[src/rtl/intc_pkg.sv]
// Package: shared register address codes and key-control field positions.
// Assumes a two-bit register address on the bus.
package intc_pkg;
    typedef enum logic [1:0] {
        REG_ENABLE = 2'd0,
        REG_FLAG   = 2'd1,
        REG_MASTER = 2'd2,
        REG_KEYCTL = 2'd3
    } reg_sel_e;

    localparam int KEY_ALL_BIT = 15;  // 1: all selected keys, 0: any selected key
    localparam int KEY_EN_BIT  = 14;  // keypad trigger enable
endpackage

[src/rtl/intc_keypad.sv]
// Keypad trigger: compares active-low key lines against the selection mask
// in the key control word and gives a one-cycle pulse when the match begins.
// Assumes keys_n is already synchronous to clk.
module intc_keypad #(
    parameter int NKEYS = 10,
    parameter int CTL_W = 16
) (
    input  logic             clk,
    input  logic             rst_n,
    input  logic [CTL_W-1:0] key_ctl,
    input  logic [NKEYS-1:0] keys_n,
    output logic             key_pulse
);
    import intc_pkg::*;

    logic [NKEYS-1:0] sel;
    logic [NKEYS-1:0] pressed;
    logic             match_now;
    logic             match_q;

    // Evaluate the selected-key match as a level.
    always_comb begin
        sel     = key_ctl[NKEYS-1:0];
        pressed = ~keys_n & sel;
        if (!key_ctl[KEY_EN_BIT])
            match_now = 1'b0;
        else if (key_ctl[KEY_ALL_BIT])
            match_now = (sel != '0) && (pressed == sel);
        else
            match_now = |pressed;
    end

    // Remember last cycle's match level for edge detection.
    always_ff @(posedge clk) begin
        if (!rst_n) match_q <= 1'b0;
        else        match_q <= match_now;
    end

    assign key_pulse = match_now & ~match_q;

    // a pulse never lasts two cycles in a row
    a_r10_single_pulse: assert property (@(posedge clk) disable iff (!rst_n)
        key_pulse |=> !key_pulse);
endmodule

[src/rtl/intc_flags.sv]
// Flag register: set by source pulses, cleared by write-one-to-clear.
// A set beats a clear of the same bit in the same cycle.
module intc_flags #(
    parameter int NSRC = 16
) (
    input  logic            clk,
    input  logic            rst_n,
    input  logic [NSRC-1:0] set_vec,
    input  logic [NSRC-1:0] clr_vec,
    output logic [NSRC-1:0] flag_q
);
    // Update pending flags, giving sets priority over clears.
    always_ff @(posedge clk) begin
        if (!rst_n) flag_q <= '0;
        else        flag_q <= (flag_q & ~clr_vec) | set_vec;
    end

    // every requested bit is pending the cycle after
    a_r1_set_lands: assert property (@(posedge clk) disable iff (!rst_n)
        (|set_vec) |=> ((flag_q & $past(set_vec)) == $past(set_vec)));
    // no bit rises without a request
    a_r1_no_spurious: assert property (@(posedge clk) disable iff (!rst_n)
        1'b1 |=> ((flag_q & ~$past(flag_q) & ~$past(set_vec)) == '0));
    // cleared bits with no concurrent set are gone
    a_r2_clear_lands: assert property (@(posedge clk) disable iff (!rst_n)
        (|clr_vec) |=> ((flag_q & $past(clr_vec) & ~$past(set_vec)) == '0));
endmodule

[src/rtl/intc_req.sv]
// Request gating: builds the processor interrupt and the halt wake from
// pending enabled flags. Wake ignores master enable and the processor mask.
module intc_req #(
    parameter int NSRC = 16
) (
    input  logic            clk,
    input  logic            rst_n,
    input  logic [NSRC-1:0] enable_q,
    input  logic [NSRC-1:0] flag_q,
    input  logic            master_on,
    input  logic            cpu_irq_mask,
    output logic            irq,
    output logic            wake
);
    logic pending;

    // Combine pending state with the two gates.
    always_comb begin
        pending = |(enable_q & flag_q);
        wake    = pending;
        irq     = pending & master_on & ~cpu_irq_mask;
    end

    // a request never escapes a closed gate
    a_r4_irq_gated: assert property (@(posedge clk) disable iff (!rst_n)
        irq |-> (master_on && !cpu_irq_mask && wake));
    // wake follows pending work with the gates closed
    a_r5_wake_ungated: assert property (@(posedge clk) disable iff (!rst_n)
        (|(enable_q & flag_q) && !master_on) |-> wake);
endmodule

[src/rtl/intc_top.sv]
// Interrupt controller top: register bus, enable/master/key-control state,
// flag register, keypad trigger and request gating.
// Assumes a single-cycle write strobe and combinational read.
module intc_top #(
    parameter int NSRC         = 16,
    parameter int NKEYS        = 10,
    parameter int KEY_FLAG_BIT = 12
) (
    input  logic             clk,
    input  logic             rst_n,
    input  logic             bus_wr,
    input  logic [1:0]       bus_addr,
    input  logic [NSRC-1:0]  bus_wdata,
    output logic [NSRC-1:0]  bus_rdata,
    input  logic [NSRC-1:0]  src_req,
    input  logic [NKEYS-1:0] keys_n,
    input  logic             cpu_irq_mask,
    output logic             irq_out,
    output logic             wake_out
);
    import intc_pkg::*;

    localparam logic [NSRC-1:0] KEYCTL_KEEP =
        NSRC'((1 << KEY_ALL_BIT) | (1 << KEY_EN_BIT) | ((1 << NKEYS) - 1));

    logic [NSRC-1:0] enable_q;
    logic [NSRC-1:0] keyctl_q;
    logic            master_q;
    logic [NSRC-1:0] flag_q;
    logic [NSRC-1:0] set_vec;
    logic [NSRC-1:0] clr_vec;
    logic            key_pulse;

    // Hold the software-written configuration registers.
    always_ff @(posedge clk) begin
        if (!rst_n) begin
            enable_q <= '0;
            keyctl_q <= '0;
            master_q <= 1'b0;
        end else if (bus_wr) begin
            case (reg_sel_e'(bus_addr))
                REG_ENABLE: enable_q <= bus_wdata;
                REG_MASTER: master_q <= bus_wdata[0];
                REG_KEYCTL: keyctl_q <= bus_wdata & KEYCTL_KEEP;
                default:    ;
            endcase
        end
    end

    // Form flag set and clear vectors from sources, keypad and bus.
    always_comb begin
        set_vec = src_req;
        set_vec[KEY_FLAG_BIT] = src_req[KEY_FLAG_BIT] | key_pulse;
        clr_vec = (bus_wr && reg_sel_e'(bus_addr) == REG_FLAG) ? bus_wdata : '0;
    end

    // Select the register addressed for read.
    always_comb begin
        case (reg_sel_e'(bus_addr))
            REG_ENABLE: bus_rdata = enable_q;
            REG_FLAG:   bus_rdata = flag_q;
            REG_MASTER: bus_rdata = {{(NSRC-1){1'b0}}, master_q};
            default:    bus_rdata = keyctl_q;
        endcase
    end

    intc_keypad #(.NKEYS(NKEYS), .CTL_W(NSRC)) u_keypad (
        .clk(clk), .rst_n(rst_n), .key_ctl(keyctl_q),
        .keys_n(keys_n), .key_pulse(key_pulse)
    );

    intc_flags #(.NSRC(NSRC)) u_flags (
        .clk(clk), .rst_n(rst_n), .set_vec(set_vec),
        .clr_vec(clr_vec), .flag_q(flag_q)
    );

    intc_req #(.NSRC(NSRC)) u_req (
        .clk(clk), .rst_n(rst_n), .enable_q(enable_q), .flag_q(flag_q),
        .master_on(master_q), .cpu_irq_mask(cpu_irq_mask),
        .irq(irq_out), .wake(wake_out)
    );

    // bits outside the key-control fields never hold a 1
    a_r6_keyctl_fields: assert property (@(posedge clk) disable iff (!rst_n)
        (keyctl_q & ~KEYCTL_KEEP) == '0);
    // a set colliding with a clear survives
    a_r3_set_wins: assert property (@(posedge clk) disable iff (!rst_n)
        (|(set_vec & clr_vec)) |=> ((flag_q & $past(set_vec & clr_vec)) == $past(set_vec & clr_vec)));
endmodule

[config.mk]
export PLATFORM = sky130hd
export DESIGN_NAME = intc_top
export DESIGN_NICKNAME = d
export VERILOG_FILES = /design/src/rtl/intc_pkg.sv /design/src/rtl/intc_keypad.sv /design/src/rtl/intc_flags.sv /design/src/rtl/intc_req.sv /design/src/rtl/intc_top.sv
export SDC_FILE = /design/constraint.sdc
export NUM_CORES = 1
export LEC_CHECK = 0
export BUFFER_PORTS_ARGS = -buffer_cell sky130_fd_sc_hd__buf_4
export CELL_PAD_IN_SITES_DETAIL_PLACEMENT = 0
export CELL_PAD_IN_SITES_GLOBAL_PLACEMENT = 1
export CORE_MARGIN = 3
export CORE_UTILIZATION = 40
export DETAILED_ROUTE_END_ITERATION = 16
export PLACE_DENSITY = 0.91
export SLEW_MARGIN = 20
export SYNTH_ARGS = -nofsm -noshare
export SYNTH_HDL_FRONTEND = slang
export SYNTH_SLANG_ARGS = --single-unit
[constraint.sdc]
create_clock -name clk -period 3.2 [get_ports clk]
set_input_delay 0.16 -clock clk [delete_from_list [all_inputs] [get_ports clk]]
set_output_delay 0.16 -clock clk [all_outputs]
set_load 0.01 [all_outputs]
==> summary.txt, run 1 <==
STA
  • Worst Tran Pin Value: 894 ps
  • Final hold vios: 0
  • Fin crit share: 59.7%
  • RSZ-0062 raised after global routing: no
  • Setup TNS: 0 ps
  • Max Slew Vio Count: 0
  • Rel. slew slack: 40.2%
  • Fin crit period: roughly 1900 ps
  • Layout Skew: roughly 6.3 ps
  • Peak Freq: 0.524 GHz
  • Final setup viols: 0

Flow run
  • Max-cap violations: 0

Clock tree
  • Inserted Clock Buffers: 5
  • Cts-stage hold buffer count: 0
  • Post_cts resized: 0
  • CTS sink cnt: 46
  • Root buf cell: clkbuf_8
  • Clk slew on worst S/H paths: 80 ps
  • CTS tree: yes
  • Post-CTS Setup Bufs: 0
  • Clock Latency Late Sink: ~300 ps
  • Max Buffers Root-to-Sink: 2
  • H-tree depth: 2

Hold path
  • Endpoint, Worst Hold: u_flags.flag_q[13]
  • Hold Path Class: input port to flip-flop
  • Hold Crit Depth: 3
  • Worst hold path startpoint: src_req[13]

Worst setup path
  • Worst r2r src: keyctl_q[4]
  • R2R Path End: u_flags.flag_q[12]
  • Setup crit end kind: output pin
  • Worst-path fanout max: 3
  • CP Data Required Time: 3040 ps
  • CP Launch Type: flip-flop
  • Flop-to-flop setup slack: 1760 ps
  • Worst Reg-to-Reg Cells: 4
  • CP Data Arrival Time: 1750 ps
  • Critical path type: flip-flop to output pin

Detailed routing
  • WL met2: 2960 µm
  • Highest metal used: met4
  • Total routed wirelength: 6230 µm
  • Avg Vias per Cell: 5.27
  • DRT met1 WL: 2830 µm
  • First-pass DRT Iterations: 4
  • Met3 WL: 403 µm
  • Detailed-route via count: about 2100
  • Avg WL per Cell: roughly 16 µm
  • Iteration-0 DRC Markers: ~170
  • Post-route DRC violation count: 0
  • ANT nets after route: 0

Pwr
  • Static Leak: roughly 1.2 nW
  • Reg power frac: 50.5%
  • Switching power: 0.302 mW
  • Worst VDD drop: approximately 0.27 mV
  • Sw Share: between 20 and 25%
  • Pwr Density: 428 nW/µm²
  • Clock power share: 34.1%
  • Combinational power share: about 15%
  • Internal Power: 0.936 mW

Global routing
  • Initial antenna violation count: 0
  • First-pass GRT wire length: 9720 µm
  • Maximum number of pins on one net before global-route repair: 47
  • Total track usage: 19.2%
  • Remaining global-route overflow: 0
  • Vias in the first global route: around 2000

Place
  • RD Place Congestion: 0.766
  • Port Buffer Count: 65
  • Post-DP Area: ~2800 µm²
  • Cells after DPL: 392
  • DPL Wire Length: 4510 µm

Logic synthesis
  • Yosys reg bits: 46
  • Top FF cell, synth: dfxtp_1
  • Mapped Area: 2290 µm²
  • Syn Area/Cell: 8.36 µm²
  • Sequential share of the synthesized area: 40.2%
  • Syn. warnings: 0
  • EDFF count, synth: 0
  • FFs w/ async S/R, synth: 0%
  • Post-Syn Instances: between 200 and 300
  • Net Count, Synth: 322
  • Netlist cell types: 30

Cells and area
  • Diodes inserted: 0
  • Reg area: 921 µm²
  • # fillers: between 500 and 600
  • Fin area: 2900 µm²
  • Layout cells sized above 1: 25.5%
  • Non-Filler Instances: 400
  • Multi-input logic area: 1270 µm²
  • Final core occ: 54.3%
  • Area Overhead vs Synth: 26.4%
  • Nets: 377

Die
  • Die area: 6670 µm²
  • Initial Util: 42.9%
  • Die W: between 80 and 90 µm
  • # IOs: 66
  • Die H: 81.7 µm
  • Num rows: 26
  • Core area: ~5300 µm²

Outcome
  • Status: complete, no violations
## cell usage in the layout, fill, tap and decap left out, drive strengths merged
master | synthesis | final
nand2 | 74 | 74
inv | 5 | 5
a21oi | 15 | 15
and2 | 1 | 1
a221oi | 4 | 4
a22oi | 5 | 5
a2111oi | 2 | 2
a221o | 1 | 1
nand3 | 2 | 2
o41ai | 1 | 1
and3 | 2 | 2
and3b | 2 | 2
mux4 | 1 | 1
mux2 | 11 | 11
nor2 | 7 | 7
o21ai | 1 | 1
clkbuf | 11 | 7
bufinv | 0 | 1
a222oi | 1 | 1
and4b | 1 | 1
a22o | 15 | 15
buf | 6 | 65
dfxtp | 46 | 46
mux2i | 5 | 5
nor3 | 2 | 2
a21boi | 30 | 30
nor4 | 1 | 1
nor2b | 21 | 21
nand4 | 1 | 1
## critical path, stage by stage (launching register included)
cell,delay [ps]
dfxtp_1,330
a22o_1,250
a221oi_1,300
nand4_1,220
and3b_1,220
buf_4,140
## worst max-delay path by stage
| stage | from | endpoint | slack, ps | cells after the start |
|---|---|---|---|---|
| global route | u_flags.flag_q[11] | irq_out | 1210 | 5 |
| global placement | bus_addr[0] | enable_q[13] | 1280 | 5 |
| detailed placement | bus_addr[0] | enable_q[5] | 1120 | 5 |
| CTS | u_flags.flag_q[11] | irq_out | 1290 | 5 |
| finish | u_flags.flag_q[11] | irq_out | 1290 | 5 |
| floorplan | u_flags.flag_q[11] | irq_out | 1890 | 4 |
## routing by layer
metal  track usage [%]  vias up
li1                  -     1063
met1              25.2      984
met2              32.4       57
met3              4.06        5
met4              4.49        0
met5                 0        -
## flip-flops by register name (all words and copies together), names as in the netlist
signal / flops
enable_q: 16
keyctl_q: 12
master_q: 1
u_flags.flag_q: 16
u_keypad.match_q: 1
## layout make-up
class | count | area share (%)
Clock inverter | 1 | 1.04
Multi-Input combinational cell | 206 | 44.0
Tap cell | 70 | 3.03
Inverter | 5 | 0.648
Timing Repair Buffer | 65 | 16.9
Sequential cell | 46 | 31.8
Clock buffer | 7 | 2.64
## kinds of logic (layout without fill, tap and decap cells)
logic type	after synthesis	count (layout)	share of synthesized area [%]
buf+inv	22	78	4.15
simple gates	114	114	22.5
flops	46	46	40.2
compound gates	75	75	24.6
mux	17	17	8.58
## metrics by stage
step           hold WS [ps]  power, mW  worst slack [ps]
2_1_floorplan           299      0.733              1890
3_3_place_gp            384      0.828              1280
3_5_place_dp            393      0.831              1120
4_1_cts                74.8       1.25              1290
5_1_grt                79.7       1.30              1210
6_report               83.9       1.24              1290
## power by group through the flow
stage               Clock (mW)  Combinational, mW  Sequential [mW]
finish                   0.422              0.191            0.625
global route             0.459              0.211            0.629
CTS                      0.432              0.193            0.625
detailed placement           0              0.192            0.639
global placement             0              0.190            0.638
floorplan                    0              0.105            0.628
## synth_stat cells, drive strengths merged, types with 2 or more instances
master | number | share of area, %
clkbuf | 11 | 1.9
a221oi | 4 | 1.5
a21oi | 15 | 3.3
and3 | 2 | 0.55
nand3 | 2 | 0.44
nor2 | 7 | 1.1
nor3 | 2 | 0.44
nor2b | 21 | 5.7
a2111oi | 2 | 0.77
buf | 6 | 1.4
and3b | 2 | 0.77
mux2i | 5 | 2.2
mux2 | 11 | 5.4
a22oi | 5 | 1.6
inv | 5 | 0.82
a21boi | 30 | 9.8
nand2 | 74 | 12
a22o | 15 | 5.7
dfxtp | 46 | 40
No activity file was read; power rests on OpenSTA's default activity.
==> inputs of run 2 (changes only) <==
--- a/config.mk
+++ b/config.mk
@@ -5,13 +5,14 @@
 export SDC_FILE = /design/constraint.sdc
 export NUM_CORES = 1
 export LEC_CHECK = 0
+export ABC_AREA = 1
 export BUFFER_PORTS_ARGS = -buffer_cell sky130_fd_sc_hd__buf_4
 export CELL_PAD_IN_SITES_DETAIL_PLACEMENT = 0
 export CELL_PAD_IN_SITES_GLOBAL_PLACEMENT = 1
 export CORE_MARGIN = 3
-export CORE_UTILIZATION = 40
+export CORE_UTILIZATION = 36
 export DETAILED_ROUTE_END_ITERATION = 16
-export PLACE_DENSITY = 0.91
+export PLACE_DENSITY = 0.87
 export SLEW_MARGIN = 20
 export SYNTH_ARGS = -nofsm -noshare
 export SYNTH_HDL_FRONTEND = slang
==> constraint.sdc (replaced) <==
create_clock -name clk -period 1.8 [get_ports clk]
set_input_delay 0.09 -clock clk [delete_from_list [all_inputs] [get_ports clk]]
set_output_delay 0.09 -clock clk [all_outputs]
set_load 0.01 [all_outputs]
==> run 2 against run 1 <==
Effect of this change: the flow now finishes with violations (negative hold slack); sequential share of layout area shrank 0.23 points; setup slack lost 1000 ps; clock power grew 40%; sequential cell count is the same; routed wire length shrank 3.0%; critical endpoint unchanged; largest cell class unchanged.
==> summary.txt, run 2 <==
Outcome
  • Status: complete, but fails checks
  • Failing checks: negative hold slack

Detailed routing
  • ANT nets after route: 0
  • Total routed wirelength: 6050 µm
  • Avg Vias per Cell: 4.88
  • Post-route DRC violation count: 0
  • First-pass DRT Iterations: 5
  • Detailed-route via count: between 2000 and 2500
  • Iteration-0 DRC Markers: 127
  • Avg WL per Cell: 12.8 µm

STA
  • RSZ-0062 raised after global routing: no
  • Final hold vios: 1
  • Worst Tran Pin Value: 556 ps
  • Fin crit share: around 84%
  • Peak Freq: between 0.6 and 0.7 GHz
  • Setup TNS: 0 ps
  • Final setup viols: 0
  • Rel. slew slack: 62.9%
  • Max Slew Vio Count: 0
  • Fin crit period: ~1500 ps
  • Layout Skew: around 5 ps
  • Final hold slack: -1.90 ps
  • Worst setup margin: approximately 280 ps

Global routing
  • Vias in the first global route: 2169
  • Initial antenna violation count: 0
  • First-pass GRT wire length: ~10000 µm
  • Remaining global-route overflow: 0
  • Total track usage: 17.0%
  • Maximum number of pins on one net before global-route repair: 33

Cells and area
  • Biggest regs: enable_q (16), u_flags.flag_q (16), keyctl_q (12)
  • Multi-input logic area: 1060 µm²
  • Reg area: 921 µm²
  • Commonest non-fill, non-tap cell in the layout: buf_4
  • Fin area: between 2000 and 3000 µm²
  • Commonest non-fill, non-tap cells in the layout: buf_4, nand2_1, inv_1
  • # fillers: about 630
  • Layout cells sized above 1: between 20% and 30%
  • Area Overhead vs Synth: 28.9%
  • Nets: 444
  • Diodes inserted: 0
  • Non-Filler Instances: around 470

Worst setup path
  • CP Data Required Time: 1710 ps
  • Flop-to-flop setup slack: slightly above 600 ps
  • Worst-path cell chain: a22o_1, nor2_1, nand2_1, o21a_1, buf_4
  • Worst Reg-to-Reg Cells: 8
  • Critical path type: flip-flop to output pin
  • Crit path buffers/inverters: 1
  • CP Launch Type: flip-flop
  • CP Data Arrival Time: 1430 ps
  • Critical-path top delay cell: dfxtp_1
  • Top delay family on crit path: compound AO/OA/AOI/OAI gates
  • Worst r2r src: keyctl_q[9]
  • Worst-path fanout max: 3
  • R2R Path End: u_flags.flag_q[12]
  • Largest stage delay, worst path: between 300 and 400 ps
  • Setup crit end kind: output pin

Logic synthesis
  • Syn Area/Cell: just under 7 µm²
  • Synth cell count leaders: nand2_1, inv_1, a21oi_1, dfxtp_1, o21ai_0
  • Mapped Area: 2260 µm²
  • Sequential share of the synthesized area: 40.7%
  • Net Count, Synth: 378
  • Area leader, netlist: dfxtp_1
  • Top FF cell, synth: dfxtp_1
  • EDFF count, synth: 0
  • Netlist cell types: 25
  • Main area contributors after synthesis: dfxtp_1, nand2_1, a21oi_1, inv_1, o21ai_0
  • Yosys reg bits: 46
  • Top cell type's share of synthesized area: between 40% and 50%
  • Post-Syn Instances: 330
  • FFs w/ async S/R, synth: 0%
  • Most frequent cell after synthesis: nand2_1
  • Syn. warnings: 0

Place
  • Cells after DPL: around 460
  • DPL Wire Length: 4600 µm
  • RD Place Congestion: 0.766
  • Worst slack, placed: 424 ps
  • Port Buffer Count: 65
  • Post-DP Area: 2790 µm²

Hold path
  • Hold Crit Depth: 3
  • Endpoint, Worst Hold: u_flags.flag_q[9]
  • Hold Path Class: input port to flip-flop
  • Worst hold path startpoint: src_req[9]

Clock tree
  • Root buf cell: clkbuf_8
  • Inserted Clock Buffers: 5
  • Max Buffers Root-to-Sink: 2
  • CTS tree: yes
  • Clk slew on worst S/H paths: about 80 ps
  • H-tree depth: 2
  • Post-CTS Setup Bufs: 0
  • CTS sink cnt: 46
  • Clock Latency Late Sink: 290 ps

Die
  • Die area: 7270 µm²
  • Initial Util: 37.8%
  • Die H: 85.3 µm
  • Die W: between 80 and 90 µm
  • Num rows: 28
  • Core area: 5990 µm²
  • # IOs: 66

Pwr
  • Worst VDD drop: around 0.4 mV
  • Pwr Density: 727 nW/µm²
  • Static Leak: roughly 1.4 nW

Flow run
  • Max-cap violations: 0
## run 2: layout make-up
| type | count | area share, % |
|---|---|---|
| Sequential cell | 46 | 31.6 |
| Timing Repair Buffer | 72 | 19.0 |
| Inverter | 56 | 7.21 |
| Multi-Input combinational cell | 215 | 36.3 |
| Tap cell | 75 | 3.22 |
| Clock buffer | 5 | 2.36 |
| Clock inverter | 2 | 0.343 |
## run 2: what timing repair did
action	in CTS	in global routing
hold endpoints to repair	5	0
resized for setup	0	0
hold buffers	5	0
## run 2: per-layer routing
metal,vias up,routed length (µm),global-route usage [%]
met3,6,373,3.59
met1,1025,2760,23.1
met4,0,51,3.74
li1,1210,-,-
met2,57,2860,27.9
met5,-,0,0
## run 2: report_power, final
group	leakage [nW]	switching [mW]	total, mW	internal [mW]
registers	0.380	0.0402	1.12	1.08
logic	0.948	0.220	0.413	0.193
clock network	0.0438	0.329	0.590	0.261
total	1.37	0.589	2.12	1.53
## run 2: kinds of logic (layout without fill, tap and decap cells)
group	after synthesis	in the layout	synth area share (%)
AND/OR/NAND/NOR	109	109	20.5
AO/OA/AOI/OAI	106	106	26.3
buffers and inverters	69	135	12.4
flip-flops	46	46	40.7
## run 2: worst max path at each step
stage,from,endpoint,cells after the start
6_report,u_flags.flag_q[8],irq_out,5
5_1_grt,u_flags.flag_q[8],irq_out,5
4_1_cts,u_flags.flag_q[8],irq_out,5
3_5_place_dp,bus_addr[0],bus_rdata[1],5
3_3_place_gp,bus_addr[0],bus_rdata[1],5
2_1_floorplan,u_flags.flag_q[12],irq_out,4
## run 2: worst reg2reg max path, cell delays in order, from the launching register on
cell and delay [ps]:
dfxtp_1 350, inv_1 110, nand2_1 80, nor2_1 120, nand2_1 60, nand3_1 130, nand2_1 60, nand3_1 110
nand2_1 60
## run 2: through the flow
stage | util (%) | power (mW)
floorplan | - | 1.35
global placement | 46.5 | 1.54
detailed placement | 46.5 | 1.55
CTS | 48.7 | 2.14
global route | 48.7 | 2.24
finish | 48.7 | 2.12
